[src/rtl/rlPkg.sv]
package rlPkg;
  // Strobes from control to datapath; at most one is set per cycle.
  typedef struct packed {
    logic advance;   // same-polarity uniform word: count up (saturating)
    logic restart;   // uniform word of a new polarity: count becomes 1
    logic clear;     // mixed word: count becomes 0
  } rlCtrl_t;

  typedef enum logic [1:0] {
    POL_NONE  = 2'd0,
    POL_ONES  = 2'd1,
    POL_ZEROS = 2'd2
  } rlPol_e;
endpackage

[src/rtl/rlDatapath.sv]
module rlDatapath
  import rlPkg::*;
#(
  parameter int WORD_W    = 10,
  parameter int RUN_WORDS = 12
) (
  input  logic              clk,
  input  logic              rstN,
  input  logic [WORD_W-1:0] wordData,
  input  rlCtrl_t           ctrl,
  output logic              isOnes,
  output logic              isZeros,
  output logic              sigLoss
);
  localparam int CNT_W = $clog2(RUN_WORDS + 1);
  localparam logic [CNT_W-1:0] CNT_MAX = CNT_W'(RUN_WORDS);

  logic [CNT_W-1:0] runCount;

  // Word classification
  assign isOnes  = &wordData;
  assign isZeros = ~|wordData;

  // Saturating run counter
  always_ff @(posedge clk or negedge rstN) begin
    if (!rstN) begin
      runCount <= '0;
    end else if (ctrl.clear) begin
      runCount <= '0;
    end else if (ctrl.restart) begin
      runCount <= CNT_W'(1);
    end else if (ctrl.advance && (runCount != CNT_MAX)) begin
      runCount <= runCount + CNT_W'(1);
    end
  end

  assign sigLoss = (runCount == CNT_MAX);
endmodule

[src/rtl/rlControl.sv]
module rlControl
  import rlPkg::*;
(
  input  logic    clk,
  input  logic    rstN,
  input  logic    wordValid,
  input  logic    isOnes,
  input  logic    isZeros,
  output rlCtrl_t ctrl
);
  rlPol_e polState, polNext;

  always_comb begin
    ctrl    = '0;
    polNext = polState;
    if (wordValid) begin
      if (isOnes) begin
        if (polState == POL_ONES) ctrl.advance = 1'b1;
        else                      ctrl.restart = 1'b1;
        polNext = POL_ONES;
      end else if (isZeros) begin
        if (polState == POL_ZEROS) ctrl.advance = 1'b1;
        else                       ctrl.restart = 1'b1;
        polNext = POL_ZEROS;
      end else begin
        ctrl.clear = 1'b1;
        polNext    = POL_NONE;
      end
    end
  end

  always_ff @(posedge clk or negedge rstN) begin
    if (!rstN) polState <= POL_NONE;
    else       polState <= polNext;
  end
endmodule

[src/rtl/rlLossDetect.sv]
module rlLossDetect
  import rlPkg::*;
#(
  parameter int WORD_W    = 10,
  parameter int RUN_WORDS = 12
) (
  input  logic              clk,
  input  logic              rstN,
  input  logic              wordValid,
  input  logic [WORD_W-1:0] wordData,
  output logic              sigLoss
);
  rlCtrl_t ctrl;
  logic    isOnes;
  logic    isZeros;

  rlControl u_control (
    .clk       (clk),
    .rstN      (rstN),
    .wordValid (wordValid),
    .isOnes    (isOnes),
    .isZeros   (isZeros),
    .ctrl      (ctrl)
  );

  rlDatapath #(
    .WORD_W    (WORD_W),
    .RUN_WORDS (RUN_WORDS)
  ) u_datapath (
    .clk      (clk),
    .rstN     (rstN),
    .wordData (wordData),
    .ctrl     (ctrl),
    .isOnes   (isOnes),
    .isZeros  (isZeros),
    .sigLoss  (sigLoss)
  );
endmodule

[config.mk]
export PLATFORM = sky130hd
export DESIGN_NAME = rlLossDetect
export DESIGN_NICKNAME = d
export VERILOG_FILES = /design/src/rtl/rlPkg.sv /design/src/rtl/rlDatapath.sv /design/src/rtl/rlControl.sv /design/src/rtl/rlLossDetect.sv
export SDC_FILE = /design/constraint.sdc
export NUM_CORES = 1
export LEC_CHECK = 0
export BUFFER_PORTS_ARGS = -buffer_cell sky130_fd_sc_hd__buf_2
export CAP_MARGIN = 40
export CORE_AREA = 2 2 39 41
export CTS_BUF_LIST = sky130_fd_sc_hd__clkbuf_4
export DETAILED_ROUTE_END_ITERATION = 10
export DIE_AREA = 0 0 41 43
export GPL_ROUTABILITY_DRIVEN = 0
export PLACE_DENSITY_LB_ADDON = 0.2
export SYNTH_ARGS = -nofsm -noshare
export SYNTH_HDL_FRONTEND = slang
export SYNTH_SLANG_ARGS = --single-unit
[constraint.sdc]
create_clock -name clk -period 2.43 [get_ports clk]
set_clock_uncertainty 0.05 [all_clocks]
set_input_delay 0 -clock clk [delete_from_list [all_inputs] [get_ports clk]]
set_output_delay 0 -clock clk [all_outputs]
set_load 0.1 [all_outputs]
* Word level (Yosys, flattened, before mapping)
Cells that the tools add are included.
** Storage, ports and cells
- Register bits :: 6
- Input port bits :: 13
** Cells by class
- $add $sub $neg :: 1
- Reductions and logical operators :: 4
- Muxes and demuxes :: 14
- Equality and inequality tests :: 4
** Operators with widths (number)
- 2-to-1 mux 4 bit :: 3
- AND reduction 10 bit :: 1
- OR reduction 10 bit :: 1
- 2-to-1 mux 2 bit :: 4
- 2-to-1 mux 1 bit :: 6
- adder 4 x 1 -> 4 bit, second input constant :: 1
- == test 4 bit, second input constant :: 1
- != test 4 bit, second input constant :: 1
- 2-to-1 mux 3 bit :: 1
- nonzero test 3 bit :: 1
- == test 2 x 1 -> 1 bit, second input constant :: 1
- == test 2 bit, second input constant :: 1
- logical AND 1 bit :: 1

* Longest topological paths before layout
Gate-level depths: netlist (run 1).
- Word-level depth :: 9
- Depth in mapped cells :: 8

* By module
A second synthesis (run 1) with hierarchy kept.
** Unflattened totals
- Cells, all modules :: 46
- Area total of the unflattened synthesis :: 420.4 µm²
** By module, submodules not included
- rlDatapath :: instances 1, cells an instance 33, area each 280.3 µm², sequential area each 100.1 µm²
- rlControl :: instances 1, cells an instance 13, area each 140.1 µm², sequential area each 50.0 µm²

* Worst setup path before layout (run 1)
No wires, ideal clock.
- Path type :: register to register
- Start point :: register u_datapath.runCount[0]
- End point :: register u_datapath.runCount[0]
- Path buffers :: 0
- Required time :: 2.300 ns
- Period minus slack after synthesis :: 2.368 ns
- Arrival :: 2.238 ns
- Slack :: 0.062 ns
- Cell stages (with the launch flop) :: 9
- Path through :: dfrtp_1 inv_1 ha_1 nand3_1 clkinv_1 nor4_1 a211o_1 a221oi_1 nor3_2
** On the way
- Word-level cells in the longest chain between the ends :: 4
** Ends and longest elaborated chain
- start, declared :: RTL line rlDatapath.sv:18 : logic [CNT_W-1:0] runCount;
- start signal, assigned :: RTL line rlDatapath.sv:33 : runCount <= runCount + CNT_W'(1);
- adder 4 x 1 -> 4 bit :: RTL line rlDatapath.sv:33
- 2-to-1 mux 4 bit :: RTL line rlDatapath.sv:32 : end else if (ctrl.advance && (runCount != CNT_MAX)) begin
- 2-to-1 mux 4 bit :: RTL line rlDatapath.sv:30 : end else if (ctrl.restart) begin
- 2-to-1 mux 4 bit :: RTL line rlDatapath.sv:28 : end else if (ctrl.clear) begin
Parallel ways exist; a longest one is shown, timed or not. The select of a mux whose other input is x is not followed.
A chain may end at the register's enable or synchronous reset.

* Worst setup path in the final report (run 1)
Same ends and word-level chain as after synthesis.

==> results of run 1 <==
-- through the flow --
step / power [mW] / std cells
floorplan: 0.1131 / 54
global placement: 0.1314 / 83
detailed placement: 0.1313 / 83
CTS: 0.2236 / 87
global route: 0.2414 / 87
finish: 0.2186 / 87
-- worst register-to-register path: stages (launching register included) --
cell,delay (ns)
dfrtp_1,0.45
inv_1,0.11
ha_1,0.15
nand3_1,0.14
clkinv_1,0.08
nor4_1,0.05
a211o_1,0.32
a221oi_1,0.36
nor3_2,0.06
-- repair_timing --
item | CTS | global route
endpoints found under the hold margin | 6 | 0
setup endpoints to repair | 0 | 0
hold buffers | 1 | 0
gates resized for setup | 0 | 0
-- final timing paths --
check / start / endpoint / cells after the start
max: u_datapath.runCount[0] / u_datapath.runCount[0] / 8
min in group asynchronous: rstN / u_control.polState[0] / 2
max reg2reg: u_datapath.runCount[0] / u_datapath.runCount[0] / 8
min: wordValid / u_control.polState[1] / 2
max in group asynchronous: rstN / u_datapath.runCount[1] / 2
min reg2reg: u_datapath.runCount[3] / u_datapath.runCount[3] / 2
-- state kept, by name, indices dropped and copies added, names as in the netlist --
register,flops
u_control.polState,2
u_datapath.runCount,4
-- layout make-up --
| type | count | area [um2] |
|---|---|---|
| inverter | 5 | 18.77 |
| fill | 141 | 760.7 |
| clock buffer | 3 | 22.52 |
| tap | 16 | 20.02 |
| sequential | 6 | 150.1 |
| timing repair buffer | 14 | 75.07 |
| multi-input combinational | 43 | 336.6 |
-- where the power goes --
group / switching (mW) / total (mW) / internal, mW
Clock: 0.0320 / 0.0876 / 0.0556
Sequential: 0.000106 / 0.100 / 0.100
Combinational: 0.0173 / 0.0305 / 0.0132
-- per-layer routing --
metal / vias up / global-route usage [%] / share of wire [%]
li1: 245 / - / -
met1: 211 / 20.53 / 46
met5: - / 0 / 0
met2: 3 / 23.13 / 52
met3: 0 / 3.141 / 1.5
met4: 0 / 10.00 / 0
-- logic make-up after synthesis --
kind of cell,Yosys count
adder cells (fa/ha/maj),2
XOR/XNOR,1
flip-flops,6
AO/OA/AOI/OAI,11
buffers and inverters,5
AND/OR/NAND/NOR,28
multiplexers,1
-- placed cells by master, fill, tap and decap left out, drive strengths merged, types with 3 or more instances in the layout --
master	instances
buf	13
nor4	5
nor2	4
dfrtp	6
inv	4
clkbuf	3
nand4	3
nand2	3
nand3	4
==> flow_summary.yaml, run 1 <==
min_path:
  hold_class: "input pin to register"
yosys:
  synth-seq-area-share_pct: 29.70
  yosysMostFrequentCell: "dfrtp_1"
  synth-compound-area-share_pct: 18.81
  yosysWarnings: 0
  synth-xor-area-share_pct: 1.733
  yosys.area_share.simple_pct: 39.11
  synth_nets: 69
  synthMuxAreaShare_pct: 1.980
  synth_top_family_by_area: "simple AND/OR/NAND/NOR gates"
  synth_top_area_share_pct: 29.70
  netlist_instances: 54
  synth.top_cells.by_count: "dfrtp_1, inv_1, nand3_1, nor2_1"
  syn_avg_cell_area_um2: 9.361
  yosysUniqueCellTypes: 30
  yosys.area.top_type: "dfrtp_1"
  synthArstFlopShare_pct: 100.0
  syn_area_um2: 505.5
  synthTopCellsByArea: "dfrtp_1, nor4_4, ha_1"
  synth_edf_count: 0
  synthAdderAreaFrac_pct: 4.950
  ys_seq_elements: 6
  synth_ff_type: "dfrtp_1"
placement:
  portBuffers: 13
  place_ws_ns: 0.5530
  dp_hpwl_um: 879.4
  post_dp_cell_area_um2: 590.6
layout:
  final_net_count: 88
  fin_util_pct: 45.03
  area_growth_pct: 23.27
  antenna_cells: 0
  drive_above_1_share_pct: 33.80
  fin_area_um2: 623.1
worst_setup_path:
  ff2ff_setup_slack_ns: 0.54
  cp-end-kind: "register"
  worstPathCellList: "inv_1, ha_1, nand3_1, clkinv_1, nor4_1, a211o_1, a221oi_1, nor3_2"
  cp-start-kind: "register"
  worstPathMaxFanout: 7
  cp_data_arrival_time_ns: 1.95
  crit_slowest_cell: "dfrtp_1"
  cpPeakStageDelay_ns: 0.45
  crit_required_ns: 2.50
  cp_top_family: "compound AO/OA/AOI/OAI gates"
  path_class: "register to register"
  worst-path-buf-inv: 2
clocking:
  clk_pin_slew_worst_paths_ns: 0.04
  htree_levels: 1
  cts-root-buf: "clkbuf_4"
  clk_latency_ns: 0.24
  cts_tree: "done"
  cts_sinks: 6
  cts_buffers: 3
  cts.path.max_buffers: 2
  postCtsSetupRepairBufs: 0
floorplan:
  io_pins: 14
  chipWidth_um: 41
  fp.dieH_um: 43
  rows: 14
  core_area_um2: 1384
  dieArea_um2: 1763
  initial_core_util_pct: 36.53
timing:
  relSlewSlack_pct: 67.00
  setup_tns_ns: 0
  finalCriticalPeriod_ns: 1.888
  min_period_over_period_pct: 77.70
  rsz0062_at_grt: "no"
  max_freq_mhz: 529.6
  hold_slack_ns: 0.03338
  finalMaxSlewViolations: 0
  worst_slew_pin_slew_ns: 0.4904
  hold_viol: 0
  fin_ws_ns: 0.5418
  setup_viol: 0
outcome:
  status: "finished, final reports clean"
detailed_routing:
  drc: 0
  wirelength_um: 1057
  routedWlPerCell_um: 12.15
  dr.pass1.iters: 4
  vias_per_cell: 5.276
  vias: 459
  ant_nets: 0
  drtIter0Drc: 6
job:
  drv_cap: 0
grt:
  grt_max_degree: 9
  grt_pass1_vias: 472
  grt_usage_pct: 15.91
  antenna_found_initial: 0
  grt_pass1_wl_um: 1863
  gr-total-overflow: 0
power_and_ir_drop:
  irDropWorstVdd_mv: 0.2611
  p_per_area_nw_per_um2: 350.8
  power.leakage_nw: 0.2908
(Power assumes the default switching activity.)
==> run 2: changes to the inputs <==
==> constraint.sdc (replaced) <==
create_clock -name clk -period 1.9 [get_ports clk]
set_clock_uncertainty 0.05 [all_clocks]
set_input_delay 0 -clock clk [delete_from_list [all_inputs] [get_ports clk]]
set_output_delay 0 -clock clk [all_outputs]
set_load 0.1 [all_outputs]
==> flow_summary.yaml, run 2 (synthesis results as in run 1) <==
clocking:
  htree_levels: 1
  cts_buffers: 3
  cts_tree: "done"
  cts.path.max_buffers: 2
  cts_sinks: 6
  post_cts_resized: 0
  clk_pin_slew_worst_paths_ns: 0.05
  cts_hold_buffers: 1
  postCtsSetupRepairBufs: 0
  clk_latency_ns: 0.25
  cts-root-buf: "clkbuf_4"
layout:
  antenna_cells: 0
  final_net_count: 89
  drive_above_1_share_pct: 37.50
  area_growth_pct: 26.73
  fin_util_pct: 46.29
  final_cell_mix: "buf_2, dfrtp_1, inv_1, nor2_1"
  largest_reg_flops: 4
  largestRegisters: "u_datapath.runCount: 4 flops, u_control.polState: 2 flops"
  layout_commonest_cell: "buf_2"
  fin_cells: 88
  regMostFlops: "u_datapath.runCount"
floorplan:
  rows: 14
  initial_core_util_pct: 36.53
  chipWidth_um: 41
  dieArea_um2: 1763
  fp.dieH_um: 43
  core_area_um2: 1384
  io_pins: 14
power_and_ir_drop:
  irDropWorstVdd_mv: 0.3510
  power.leakage_nw: 0.2998
  p_per_area_nw_per_um2: 446.0
detailed_routing:
  routedWlPerCell_um: 12.00
  dr.pass1.iters: 4
  wirelength_um: 1056
  drc: 0
  vias_per_cell: 5.670
  ant_nets: 0
  drtIter0Drc: 19
  vias: 499
min_path:
  hold_class: "input pin to register"
  hold_start: "wordValid"
  min_path_cells: 2
  min_to: "u_control.polState[1]"
grt:
  grt_usage_pct: 14.20
  grt_pass1_wl_um: 1697
  grt_pass1_vias: 427
  grt_max_degree: 9
  gr-total-overflow: 0
  antenna_found_initial: 0
timing:
  worst_slew_pin_slew_ns: 0.5191
  min_period_over_period_pct: 92.55
  rsz0062_at_grt: "no"
  setup_viol: 0
  finalCriticalPeriod_ns: 1.758
  setup_tns_ns: 0
  finalMaxSlewViolations: 0
  max_freq_mhz: 568.7
  relSlewSlack_pct: 65.07
  hold_viol: 0
outcome:
  status: "finished, final reports clean"
worst_setup_path:
  path_class: "register to register"
  cp-start-kind: "register"
  r2r_end: "u_datapath.runCount[0]"
  crit_slowest_cell: "dfrtp_1"
  ff2ff_setup_slack_ns: 0.14
  cpPeakStageDelay_ns: 0.37
  worstPathMaxFanout: 4
  r2r-start: "u_datapath.runCount[0]"
  reg2reg_depth: 8
  cp_data_arrival_time_ns: 1.83
  crit_required_ns: 1.98
  worstPathCellList: "inv_1, ha_1, nand3_2, clkinv_4, nor4_1, a211o_1, a221oi_1, nor3_2"
  cp-end-kind: "register"
placement:
  portBuffers: 13
  dp_hpwl_um: 877.2
  place_inst: 84
job:
  drv_cap: 0
run 2: worst max-delay path by stage:
stage	from	end	slack, ns
after CTS	u_datapath.runCount[1]	u_datapath.runCount[0]	0.14
after floorplan	u_datapath.runCount[0]	u_datapath.runCount[0]	0.0005
after global routing	u_datapath.runCount[1]	u_datapath.runCount[0]	0.06
final	u_datapath.runCount[0]	u_datapath.runCount[0]	0.14
after detailed placement	u_datapath.runCount[1]	u_datapath.runCount[0]	0.14
after global placement	u_datapath.runCount[1]	u_datapath.runCount[0]	0.18
run 2: final cells by class:
cell class | count | area [um2]
Fill cell | 147 | 743.2
Multi-Input combinational cell | 43 | 341.6
Sequential cell | 6 | 150.1
Timing Repair Buffer | 15 | 82.58
Inverter | 5 | 23.77
Clock buffer | 3 | 22.52
Tap cell | 16 | 20.02
run 2: per-stage QoR:
stage / worst slack (ns) / total power, mW / hold slack [ns] / area, um2
floorplan: 0.0005232 / 0.1446 / -0.3456 / 515.5
global placement: 0.1766 / 0.1681 / -0.2220 / 608.1
detailed placement: 0.1399 / 0.1686 / -0.2225 / 608.1
CTS: 0.1400 / 0.2934 / 0.01826 / 640.6
global route: 0.05806 / 0.3110 / 0.01713 / 640.6
finish: 0.1416 / 0.2857 / 0.03734 / 640.6
run 2: routing by layer:
metal  global-route usage (%)  part of all wire, %  up-vias
met5                        0                    0        -
met1                    18.60                   45      228
met4                    2.000                 0.38        0
met2                    21.56                   47       21
met3                    6.283                  7.6        2
li1                         -                    -      248
run 2: report_power, final:
group	switching, mW	internal [mW]	leakage, nW
clock network	0.0463	0.0715	0.0138
registers	0.0000790	0.128	0.0839
logic	0.0226	0.0170	0.202
total	0.0690	0.217	0.300
run 2: worst max-delay path, delay by kind of cell (launching register included):
kind,cells,cell delay (ns)
buffers and inverters,2,0.15
AO/OA/AOI/OAI,2,0.65
flip-flops,1,0.37
AND/OR/NAND/NOR,3,0.27
adder cells (fa/ha/maj),1,0.16
==> run 3: changes to the inputs <==
--- a/config.mk
+++ b/config.mk
@@ -13,6 +13,8 @@
 export DIE_AREA = 0 0 41 43
 export GPL_ROUTABILITY_DRIVEN = 0
 export PLACE_DENSITY_LB_ADDON = 0.2
+export SETUP_SLACK_MARGIN = 0.15
+export SLEW_MARGIN = 20
 export SYNTH_ARGS = -nofsm -noshare
 export SYNTH_HDL_FRONTEND = slang
 export SYNTH_SLANG_ARGS = --single-unit
==> constraint.sdc (replaced) <==
create_clock -name clk -period 1.5 [get_ports clk]
set_clock_uncertainty 0.05 [all_clocks]
set_input_delay 0 -clock clk [delete_from_list [all_inputs] [get_ports clk]]
set_output_delay 0 -clock clk [all_outputs]
set_load 0.1 [all_outputs]
==> flow_summary.yaml, run 3 (synthesis results as in run 1) <==
layout:
  final_cell_mix: "buf_4, buf_2, dfrtp_1"
  largestRegisters: "u_datapath.runCount: 4 flops, u_control.polState: 2 flops"
  drive_above_1_share_pct: 59.78
  final_net_count: 108
  fin_cells: 108
  layout_commonest_cell: "buf_4"
  fin_util_pct: 63.29
  antenna_cells: 0
  regMostFlops: "u_datapath.runCount"
  area_growth_pct: 73.27
  largest_reg_flops: 4
detailed_routing:
  drc: 0
  dr.pass1.iters: 4
  vias_per_cell: 5.130
  routedWlPerCell_um: 12.67
  vias: 554
  drtIter0Drc: 5
  ant_nets: 0
  wirelength_um: 1368
floorplan:
  core_area_um2: 1384
  initial_core_util_pct: 36.53
  dieArea_um2: 1763
  fp.dieH_um: 43
  rows: 14
  io_pins: 14
  chipWidth_um: 41
min_path:
  min_path_cells: 2
  hold_start: "wordValid"
  hold_class: "input pin to register"
  min_to: "u_control.polState[1]"
placement:
  dp_hpwl_um: 1111
  place_inst: 101
  portBuffers: 13
grt:
  grt_max_degree: 9
  gr-total-overflow: 0
  antenna_found_initial: 0
  grt_pass1_vias: 576
  grt_pass1_wl_um: 2428
  grt_usage_pct: 20.08
worst_setup_path:
  ff2ff_setup_slack_ns: -0.15
  worstPathMaxFanout: 4
  cp-start-kind: "register"
  cp-end-kind: "register"
  cp_data_arrival_time_ns: 1.72
  reg2reg_depth: 8
  r2r-start: "u_datapath.runCount[0]"
  r2r_end: "u_datapath.runCount[0]"
  path_class: "register to register"
  crit_required_ns: 1.58
power_and_ir_drop:
  p_per_area_nw_per_um2: 460.9
  power.leakage_nw: 0.4146
  irDropWorstVdd_mv: 0.4494
clocking:
  cts.path.max_buffers: 2
  clk_latency_ns: 0.24
  clk_pin_slew_worst_paths_ns: 0.05
  htree_levels: 1
  cts_sinks: 6
  cts_buffers: 3
  cts_tree: "done"
  cts-root-buf: "clkbuf_4"
timing:
  finalMaxSlewViolations: 0
  setup_viol: 4
  finalCriticalPeriod_ns: 1.648
  rsz0062_at_grt: "yes"
  hold_viol: 0
  worst_slew_pin_slew_ns: 0.4100
  fin_ws_ns: -0.1478
  relSlewSlack_pct: 72.46
  min_period_over_period_pct: 109.9
  max_freq_mhz: 606.9
outcome:
  violations: "negative setup slack"
  status: "finished with violations"
job:
  drv_cap: 0
==> run 3: cell type report <==
type / count / area, um2
fill: 108 / 508.0
timing repair buffer: 34 / 247.7
multi-input combinational: 43 / 395.4
clock buffer: 4 / 30.03
inverter: 5 / 31.28
tap: 16 / 20.02
sequential: 6 / 151.4
==> run 3: worst max-delay path, cell delays in order (launching register included) <==
cell and delay [ns]:
dfrtp_2 0.40, inv_2 0.08, ha_4 0.13, nand3_4 0.12, clkinv_8 0.07, nor4_2 0.03
a211o_1 0.29, a221oi_2 0.29, nor3_2 0.07
==> run 3: worst max-delay path by stage <==
stage                      startpoint                     end  slack [ns]  cells past startpoint
6_report       u_datapath.runCount[0]  u_datapath.runCount[0]       -0.15                      8
5_1_grt        u_datapath.runCount[1]  u_datapath.runCount[3]       -0.21                      7
4_1_cts        u_datapath.runCount[0]  u_datapath.runCount[0]       -0.15                      8
3_5_place_dp   u_datapath.runCount[0]  u_datapath.runCount[0]       -0.15                      8
3_3_place_gp   u_datapath.runCount[0]  u_datapath.runCount[0]       -0.10                      8
2_1_floorplan  u_datapath.runCount[0]  u_datapath.runCount[0]       -0.23                      8
==> run 3: power breakdown <==
group	switching [mW]	leakage [nW]	internal (mW)
Clock	0.0600	0.0184	0.119
Sequential	0.000122	0.0822	0.162
Combinational	0.0322	0.314	0.0301
Total	0.0923	0.415	0.311
==> run 3: what timing repair did <==
| item | 4_1_cts | 5_1_grt |
|---|---|---|
| pin swaps | 0 | 0 |
| hold buffers | 1 | 0 |
| setup buffers | 2 | 0 |
| endpoints found under the hold margin | 6 | 0 |
| endpoints found under the setup margin | 5 | 5 |
| resized for setup | 3 | 2 |
==> run 3: metal layers <==
| metal | vias up | routed length [um] | GRT usage (%) |
|---|---|---|---|
| met5 | - | 0 | 0 |
| met4 | 0 | 0 | 8.000 |
| met3 | 0 | 25 | 1.571 |
| met2 | 8 | 745 | 33.13 |
| met1 | 257 | 597 | 25.58 |
| li1 | 289 | - | - |
==> run 3: stage by stage <==
step	cell area [um2]	setup TNS, ns	worst slack, ns	hold WS (ns)	power (mW)
finish	875.8	-0.3749	-0.1478	0.02074	0.4037
global route	875.8	-0.7378	-0.2098	0.03850	0.4245
CTS	872.1	-0.4029	-0.1489	0.01139	0.4141
detailed placement	799.5	-0.3333	-0.1504	-0.2201	0.2249
global placement	799.5	-0.2785	-0.1047	-0.2207	0.2239
floorplan	564.3	-0.3301	-0.2300	-0.3456	0.1847
